[src/rtl/trl_pkg.sv]
package trl_pkg;

  typedef enum logic {
    TRIG_EDGE  = 1'b0,
    TRIG_LEVEL = 1'b1
  } trig_mode_e;

  // Rising transition between the previous and current synchronised sample.
  function automatic logic rise_seen(input logic now_lvl, input logic old_lvl);
    return now_lvl & ~old_lvl;
  endfunction

  // Next value of one pending bit.
  function automatic logic next_pend(
    input trig_mode_e mode,
    input logic       now_lvl,
    input logic       old_lvl,
    input logic       cur,
    input logic       ack
  );
    logic res;
    if (mode == TRIG_LEVEL) begin
      res = now_lvl;
    end else if (rise_seen(now_lvl, old_lvl)) begin
      res = 1'b1;
    end else if (ack) begin
      res = 1'b0;
    end else begin
      res = cur;
    end
    return res;
  endfunction

  // Value stored on a trigger-mode write.
  function automatic logic [63:0] apply_mask(input logic [63:0] data, input logic [63:0] mask);
    return data & mask;
  endfunction

endpackage

[src/rtl/trl_sync.sv]
module trl_sync #(
  parameter int unsigned WIDTH  = 8,
  parameter int unsigned STAGES = 2
) (
  input  logic             clk,
  input  logic             rst_n,
  input  logic [WIDTH-1:0] d_in,
  output logic [WIDTH-1:0] d_out
);

  logic [WIDTH-1:0] chain [STAGES];

  genvar s;
  generate
    for (s = 0; s < STAGES; s++) begin : g_stage
      if (s == 0) begin : g_first
        always_ff @(posedge clk or negedge rst_n) begin
          if (!rst_n) chain[s] <= '0;
          else        chain[s] <= d_in;
        end
      end else begin : g_next
        always_ff @(posedge clk or negedge rst_n) begin
          if (!rst_n) chain[s] <= '0;
          else        chain[s] <= chain[s-1];
        end
      end
    end
  endgenerate

  assign d_out = chain[STAGES-1];

endmodule

[src/rtl/trl_mode_reg.sv]
module trl_mode_reg #(
  parameter int unsigned    WIDTH   = 8,
  parameter logic [WIDTH-1:0] WR_MASK = 8'hF8
) (
  input  logic             clk,
  input  logic             rst_n,
  input  logic             wr_en,
  input  logic [WIDTH-1:0] wr_data,
  output logic [WIDTH-1:0] mode_q
);

  import trl_pkg::*;

  logic [63:0] masked_wide;
  logic [WIDTH-1:0] masked;

  assign masked_wide = apply_mask(64'(wr_data), 64'(WR_MASK));
  assign masked      = masked_wide[WIDTH-1:0];

  always_ff @(posedge clk or negedge rst_n) begin
    if (!rst_n)     mode_q <= '0;
    else if (wr_en) mode_q <= masked;
  end

endmodule

[src/rtl/trl_ack_dec.sv]
module trl_ack_dec #(
  parameter int unsigned WIDTH = 8,
  parameter int unsigned IDX_W = 3
) (
  input  logic             valid,
  input  logic [IDX_W-1:0] idx,
  output logic [WIDTH-1:0] hit
);

  genvar i;
  generate
    for (i = 0; i < WIDTH; i++) begin : g_hit
      assign hit[i] = valid && (idx == IDX_W'(i));
    end
  endgenerate

endmodule

[src/rtl/trl_line.sv]
module trl_line (
  input  logic clk,
  input  logic rst_n,
  input  logic init,
  input  logic lvl_mode,
  input  logic sync_in,
  input  logic ack_hit,
  output logic pend_q,
  output logic prev_q,
  output logic edge_evt
);

  import trl_pkg::*;

  logic pend_d;

  assign edge_evt = rise_seen(sync_in, prev_q);
  assign pend_d   = next_pend(trig_mode_e'(lvl_mode), sync_in, prev_q, pend_q, ack_hit);

  always_ff @(posedge clk or negedge rst_n) begin
    if (!rst_n) begin
      pend_q <= 1'b0;
      prev_q <= 1'b0;
    end else if (init) begin
      pend_q <= 1'b0;
      prev_q <= 1'b0;
    end else begin
      pend_q <= pend_d;
      prev_q <= sync_in;
    end
  end

endmodule

[src/rtl/trl_top.sv]
module trl_top #(
  parameter int unsigned          NUM_LINES   = 8,
  parameter int unsigned          SYNC_STAGES = 2,
  parameter logic [NUM_LINES-1:0] WR_MASK     = 8'hF8,
  localparam int unsigned         IDX_W       = (NUM_LINES > 1) ? $clog2(NUM_LINES) : 1
) (
  input  logic                 clk,
  input  logic                 rst_n,
  input  logic                 init,
  input  logic [NUM_LINES-1:0] req_in,
  input  logic                 ack_valid,
  input  logic [IDX_W-1:0]     ack_idx,
  input  logic                 mode_wr_en,
  input  logic [NUM_LINES-1:0] mode_wr_data,
  output logic [NUM_LINES-1:0] pending,
  output logic [NUM_LINES-1:0] mode_out
);

  // Named internal events, observed by the bound checker.
  logic [NUM_LINES-1:0] sync_lvl;
  logic [NUM_LINES-1:0] prev_lvl;
  logic [NUM_LINES-1:0] edge_evt;
  logic [NUM_LINES-1:0] ack_hit;
  logic [NUM_LINES-1:0] mode_q;

  trl_sync #(.WIDTH(NUM_LINES), .STAGES(SYNC_STAGES)) u_sync (
    .clk   (clk),
    .rst_n (rst_n),
    .d_in  (req_in),
    .d_out (sync_lvl)
  );

  trl_mode_reg #(.WIDTH(NUM_LINES), .WR_MASK(WR_MASK)) u_mode (
    .clk     (clk),
    .rst_n   (rst_n),
    .wr_en   (mode_wr_en),
    .wr_data (mode_wr_data),
    .mode_q  (mode_q)
  );

  trl_ack_dec #(.WIDTH(NUM_LINES), .IDX_W(IDX_W)) u_ack (
    .valid (ack_valid),
    .idx   (ack_idx),
    .hit   (ack_hit)
  );

  genvar i;
  generate
    for (i = 0; i < NUM_LINES; i++) begin : g_line
      trl_line u_line (
        .clk      (clk),
        .rst_n    (rst_n),
        .init     (init),
        .lvl_mode (mode_q[i]),
        .sync_in  (sync_lvl[i]),
        .ack_hit  (ack_hit[i]),
        .pend_q   (pending[i]),
        .prev_q   (prev_lvl[i]),
        .edge_evt (edge_evt[i])
      );
    end
  endgenerate

  assign mode_out = mode_q;

endmodule

[config.mk]
export PLATFORM = sky130hd
export DESIGN_NAME = trl_top
export DESIGN_NICKNAME = d
export VERILOG_FILES = /design/src/rtl/trl_pkg.sv /design/src/rtl/trl_sync.sv /design/src/rtl/trl_mode_reg.sv /design/src/rtl/trl_ack_dec.sv /design/src/rtl/trl_line.sv /design/src/rtl/trl_top.sv
export SDC_FILE = /design/constraint.sdc
export NUM_CORES = 1
export LEC_CHECK = 0
export ABC_AREA = 1
export ABC_CLOCK_PERIOD_IN_PS = 1000
export BUFFER_PORTS_ARGS = -buffer_cell sky130_fd_sc_hd__buf_4
export CAP_MARGIN = 0
export CORE_ASPECT_RATIO = 0.75
export CORE_MARGIN = 8
export CORE_UTILIZATION = 50
export CTS_CLUSTER_DIAMETER = 80
export DETAILED_ROUTE_END_ITERATION = 12
export GPL_ROUTABILITY_DRIVEN = 0
export MAX_ROUTING_LAYER = met4
export PLACE_DENSITY = 0.77
export SETUP_SLACK_MARGIN = 0.05
export SYNTH_ARGS = -nofsm -noshare
export SYNTH_HDL_FRONTEND = slang
export SYNTH_SLANG_ARGS = --single-unit
[constraint.sdc]
create_clock -name clk -period 1 [get_ports clk]
set_input_delay 0.25 -clock clk [delete_from_list [all_inputs] [get_ports clk]]
set_output_delay 0.25 -clock clk [all_outputs]
set_load 0.02 [all_outputs]
**Word level (Yosys, flattened, before mapping)**

Cells that the tools add are included.

- Flip-flop bits (word level): 37
- Logic and storage cells: 96
- Bits of input ports: 24
- Output and inout bits: 16

- Bitwise logic cells: 16
- Eq/ne operators: 7
- Reductions and logical operators: 17
- Multiplexer cells: 37

Operator list:

| operator | count |
|---|---|
| 1-bit 2-to-1 mux | 37 |
| 4-bit nonzero test | 5 |
| 3-bit equality test, second input constant | 4 |
| 3-bit nonzero test | 3 |
| 1-bit AND | 8 |
| 1-bit logical AND | 8 |
| 1-bit inverter | 8 |
| 3-bit by 2-bit equality test with 1-bit output, second input constant | 2 |
| 3-bit by 1-bit equality test with 1-bit output, second input constant | 1 |
| 3-bit zero test | 1 |

**Logic depth before layout (Yosys ltp)**

Gate-level depths: netlist (run 1).

- Word-level depth: 6
- Gate-level depth with buffers: 6
- Mapped depth without buffers: 5

**Modules after synthesis**

Synthesis (run 1) repeated with hierarchy kept, for this count alone.

- Cell total of the unflattened synthesis: 162
- Area, all modules: 1486.4 µm²

Modules (own cells, without submodules):

| module | times used | cells an instance | area an instance (µm²) |
|---|---|---|---|
| trl_line | 8 | 12 | 93.8 |
| trl_sync | 1 | 24 | 460.4 |
| trl_mode_reg | 1 | 25 | 211.5 |
| trl_ack_dec | 1 | 17 | 63.8 |

**Worst setup path before layout (run 1)**

Ideal clock, no wire load.

- Path type: reg-to-output
- Start: register u_mode.mode_q[3]
- End: output mode_out[3]
- Path slack: 0.234 ns
- Arrival time: 0.516 ns
- Stages on the path, launching flop included: 2
- Buffers on the path: 1
- Cells stage by stage: dfrtp_1 buf_4

RTL lines:

| what | line | RTL |
|---|---|---|
| from (decl) | trl_mode_reg.sv:9 | `output logic [WIDTH-1:0] mode_q` |
| from (signal assigned) | trl_mode_reg.sv:22 | `else if (wr_en) mode_q <= masked;` |
| to (decl) | trl_top.sv:16 | `output logic [NUM_LINES-1:0] mode_out` |

No word-level cell between the ends.

**Worst setup path after layout (run 1)**

- Start: register g_line[4].u_line.pend_q
- End: output pending[4]

RTL lines:

| what | line | RTL |
|---|---|---|
| from (decl) | trl_line.sv:8 | `output logic pend_q,` |
| from (signal assigned) | trl_line.sv:28 | `pend_q <= pend_d;` |
| to (decl) | trl_top.sv:15 | `output logic [NUM_LINES-1:0] pending,` |

No word-level cell between the ends.

==> reports/metrics.cfg, run 1 <==
[logic_synthesis]
synth_compound_area_frac = 0.0172
syn_inst = 154
ys_warn_count = 0
synthAdderAreaFrac = 0
yosysSeqAreaShare = 0.637
ys_seq_elements = 37
synth_top_family_by_area = simple AND/OR/NAND/NOR gates
postSynthAreaPerCell_sq_um = 9.43
synthesis.area_sq_um = 1450
ys_types = 12
synthMuxAreaShare = 0
synth-xor-area-share = 0
synth-simple-area-share = 0.190

[final_layout]
layout_common_cells = 37 x dfrtp_1, 36 x nand2_1, 30 x buf_4
nets = 217
diodes = 0
utilization = 0.673
area_growth_pct = 32.0
layout-drive-gt1-share = 0.347
final_common_cell = dfrtp_1
nFillCells = 236

[timing]
fin_ws_ps = -81.8
finClkSkew_ps = 7.68
max_freq_mhz = 924
grt_setup_unrepaired = yes
min_period_ps = 1080
slew_violations = 0
setup_viol = 13
timing.hold.ws_ps = 67.9
finalSetupTns_ps = -914
fin_crit_sh = 1.08
hold_violations = 0

[place]
post-dp-hpwl_um = 1930
port_buffers = 33

[routing]
drc = 0
drt-wirelength-per-cell_um = 12.4
routed_wl_um = 2870
drt-initial-drc-count = 65
vias_per_cell = 4.40
num_vias = 1016
ant_nets = 0
drt_first_pass_iters = 4

[power]
power.total_uw = 3190
powerDensity_nw_per_um2 = 1660
p_leak_uw = 0.00103
vdd_drop_max_mv = 1.12

[clock_tree]
clk_path_buf_depth = 2
h-tree-depth = 2
path_clk_slew_ps = 70
clockRootBuffer = clkbuf_8
cts_buffers = 5
cts_tree = built
insertion_delay_ps = 290
cts.sinks = 37

[outcome]
outcome = finished, violations left
violations = negative setup slack

[global_routing]
met3_usage = 0.0489
busiest_layer = met2
antenna_found_initial = 0
grt_pass1_vias = 1062
grt_pass1_wl_um = 4550
grt_usage = 0.123
grt_use_met2 = 0.198
met1_usage = 0.121
grt_max_degree = 38
grt_overflow = 0

[die]
core_area_sq_um = 2850
num_rows = 17
dieArea_sq_um = 4900
die_w_um = 78.2
die_y_um = 62.7
ios = 40
start_util = 0.510

[setup_path]
critPathTopFamily = flip-flops
path_buf_inv = 1
crit_path_start_kind = flop
critPathArrivalTime_ps = 830
worstSetupPathType = reg -> out
max_stage_delay_ps = 400
crit_path_max_fanout = 2
crit_chain = buf_6
crit_slowest_cell = dfrtp_1
critPathCaptureType = output pin
cp_data_required_time_ps = 750

[min_path]
hp-class = in -> reg

[run]
cap_violations = 0

per-layer routing:
| metal | share of wire | wire (um) |
|---|---|---|
| met1 | 0.41 | 1180 |
| met2 | 0.50 | 1440 |
| met3 | 0.062 | 178 |
| met4 | 0.021 | 61 |
| met5 | 0 | 0 |
per-stage QoR:
| step | cell area, sq um | std cells | setup WS [ps] |
|---|---|---|---|
| final | 1920 | 231 | -81.8 |
| after global routing | 1920 | 231 | -103 |
| after CTS | 1850 | 228 | -87.4 |
| after detailed placement | 1620 | 209 | 68.5 |
| after global placement | 1620 | 209 | 103 |
| after floorplan | 1460 | 156 | 234 |
report_power, final:
part	switching, uW	leakage, uW	total (uW)	internal, uW
Sequential	51.4	0.000453	1640	1590
Clock	485	0.0000443	1030	546
Combinational	260	0.000531	517	257
Total	796	0.00103	3190	2390
flip-flops by register name (all words and copies together) (netlist names):
name and flops:
u_sync.d_out 8, u_sync.chain 8, g_line.u_line.prev_q 8, g_line.u_line.pend_q 8, u_mode.mode_q 5
cell families after synthesis:
group | count (synthesis)
compound gates | 5
buf+inv | 40
flops | 37
other cells | 1
simple gates | 71
final cells by class:
type / instances / area [sq um] / area share
flip-flops and latches: 37 / 926 / 0.483
repair buffers: 48 / 427 / 0.223
multi-input cells: 79 / 333 / 0.174
inverters: 22 / 97.6 / 0.0509
clock buffers: 7 / 86.3 / 0.0450
well taps: 38 / 47.5 / 0.0248
Yosys cell counts (all sizes together):
master,n,area share
dfrtp,37,0.64
o21ai,5,0.017
inv,22,0.059
nand3,8,0.028
buf,18,0.094
nand2,41,0.11
conb,1,0.0026
nor2,22,0.057
final timing paths:
path,slack [ps],from,to,depth (start not counted)
min reg2reg,350,u_sync.chain[11],u_sync.d_out[3],0
min in group asynchronous,460,rst_n,u_mode.mode_q[3],2
max in group asynchronous,230,rst_n,u_sync.chain[12],2
min,70,req_in[6],u_sync.chain[14],1
max,-80,g_line[4].u_line.pend_q,pending[4],1
max reg2reg,50,u_mode.mode_q[3],g_line[3].u_line.pend_q,6
timing repair:
action,CTS,global route
setup buffers,11,3
pin swaps,1,15
endpoints found under the setup margin,13,18
resized for setup,13,17
hold endpoints to repair,37,0
hold buffers,1,0
gates cloned,0,0
Power figures use the tool's default switching activity.
==> inputs of run 2 (changes only) <==
- CORE_MARGIN: 8 -> not set
==> run 2 against run 1 <==
Compared with the run above:
- the run still ends with negative setup slack left
- critical path depth stayed put
- design area is 3.5% lower
- die area is 36% lower
- non-clock buffer count is 6 lower
- hold slack better by 1.5 ps
- critical endpoint is now mode_out[5]
- largest cell class unchanged
- highest routed layer unchanged
==> reports/metrics.cfg, run 2 (synthesis gave the netlist of run 1 again) <==
[setup_path]
cp_data_required_time_ps = 750  ; about the same
max_stage_delay_ps = 410  ; was 400 ps
worstRegToRegCells = 6  ; unchanged
crit_chain = buf_6  ; unchanged
crit_path_max_fanout = 2  ; unchanged
path_buf_inv = 1  ; unchanged
critPathTopFamily = flip-flops  ; unchanged
critPathArrivalTime_ps = 830  ; about the same
path_depth = 1  ; unchanged
crit_slowest_cell = dfrtp_1  ; unchanged
worstSetupPathType = reg -> out  ; unchanged
critPathCaptureType = output pin  ; unchanged
rrSetupSlack_ps = 70  ; was 50 ps
crit_path_start_kind = flop  ; unchanged

[die]
dieArea_sq_um = 3130  ; was 4900 sq um
core_area_sq_um = 2680  ; was 2850 sq um
die_w_um = 64.2  ; was 78.2 um
start_util = 0.542  ; was 0.510
num_rows = 16  ; was 17
die_y_um = 48.7  ; was 62.7 um
ios = 40  ; unchanged

[clock_tree]
insertion_delay_ps = 280  ; was 290 ps
cts.sinks = 37  ; unchanged
cts_tree = built  ; unchanged
clk_path_buf_depth = 2  ; unchanged
path_clk_slew_ps = 70  ; about the same
h-tree-depth = 2  ; unchanged
clockRootBuffer = clkbuf_8  ; unchanged
cts_buffers = 5  ; unchanged

[timing]
fin_crit_sh = 1.08  ; about the same
timing.hold.ws_ps = 69.5  ; was 67.9 ps
setup_viol = 13  ; unchanged
fin_ws_ps = -83.1  ; was -81.8 ps
slew_violations = 0  ; unchanged
finClkSkew_ps = 6.02  ; was 7.68 ps
min_period_ps = 1080  ; about the same
finalSetupTns_ps = -824  ; was -914 ps
max_freq_mhz = 923  ; was 924 MHz
hold_violations = 0  ; unchanged
grt_setup_unrepaired = yes  ; unchanged

[final_layout]
nets = 211  ; was 217
utilization = 0.690  ; was 0.673
final_common_cell = nand2_1  ; was dfrtp_1
diodes = 0  ; unchanged
area_growth_pct = 27.4  ; was 32.0%
layout.cells.non_filler = 224  ; was 231
nFillCells = 211  ; was 236
layout_common_cells = 38 x nand2_1, 37 x dfrtp_1, 24 x buf_4  ; was 37 x dfrtp_1, 36 x nand2_1, 30 x buf_4
layout-drive-gt1-share = 0.298  ; was 0.347

[power]
power.total_uw = 3070  ; was 3190 uW
vdd_drop_max_mv = 0.993  ; was 1.12 mV
p_leak_uw = 0.000992  ; was 0.00103 uW
powerDensity_nw_per_um2 = 1660  ; about the same

[routing]
drc = 0  ; unchanged
drt_first_pass_iters = 4  ; unchanged
vias_per_cell = 4.50  ; was 4.40
drt-wirelength-per-cell_um = 10.9  ; was 12.4 um
ant_nets = 0  ; unchanged
drt-initial-drc-count = 21  ; was 65
num_vias = 1008  ; was 1016
routed_wl_um = 2440  ; was 2870 um

[outcome]
violations = negative setup slack  ; unchanged
outcome = finished, violations left  ; unchanged

[run]
cap_violations = 0  ; unchanged

[global_routing]
grt_pass1_wl_um = 4040  ; was 4550 um
grt_max_degree = 38  ; unchanged
grt_pass1_vias = 928  ; was 1062
antenna_found_initial = 0  ; unchanged
grt_overflow = 0  ; unchanged
grt_usage = 0.187  ; was 0.123

[place]
numPlacedInstances = 207  ; was 209
port_buffers = 33  ; unchanged
post-dp-hpwl_um = 1670  ; was 1930 um

[min_path]
hp-class = in -> reg  ; unchanged
holdPathStages = 1  ; unchanged

-- run 2: cell types whose count changed in the layout (fill, tap and decap cells not counted), moves of 2 or more --
cell / before / now
buf_4: 30 / 24
clkbuf_1: 1 / 3
nand2_1: 36 / 38
nand2_2: 5 / 3
nor2_1: 19 / 21
nor2_2: 3 / 1
-- run 2: layout make-up --
class / instances / area [sq um] / share of cell area
Tap cell: 36 / 45.0 / 0.0243
Clock buffer: 8 / 80.1 / 0.0433
Sequential cell: 37 / 926 / 0.500
Inverter: 22 / 95.1 / 0.0514
Timing Repair Buffer: 42 / 382 / 0.206
Multi-Input combinational cell: 79 / 323 / 0.174
-- run 2: where the power goes --
group	internal, uW	switching, uW
Clock	494	458
Combinational	229	242
Sequential	1590	52.2
-- run 2: metrics by stage --
stage               cell area, sq um  worst slack, ps
floorplan                       1460              234
global placement                1620             97.7
detailed placement              1620             66.8
CTS                             1800            -88.2
global route                    1850             -109
finish                          1850            -83.1
-- run 2: layer usage --
metal  vias to the layer above  routed length [um]  GRT usage
met5                         -                   0          -
met4                         0                  48      0.119
met3                         7                 118     0.0613
met2                        28                1220      0.275
met1                       470                1050      0.220
li1                        503                   -          -
-- run 2: timing repair --
action	CTS	global route
pin swaps	0	9
gates resized for setup	13	12
setup buffers	6	2
hold endpoints to repair	37	0
hold buffers	1	0
endpoints found under the setup margin	13	17
-- run 2: path summary, 6_finish.rpt --
kind,to,startpoint
hold reg to reg,u_sync.d_out[0],u_sync.chain[8]
setup / recovery,mode_out[5],u_mode.mode_q[5]
min in group asynchronous,g_line[6].u_line.pend_q,rst_n
hold / removal,u_sync.chain[14],req_in[6]
max in group asynchronous,u_sync.chain[10],rst_n
setup reg to reg,g_line[5].u_line.pend_q,u_mode.mode_q[5]
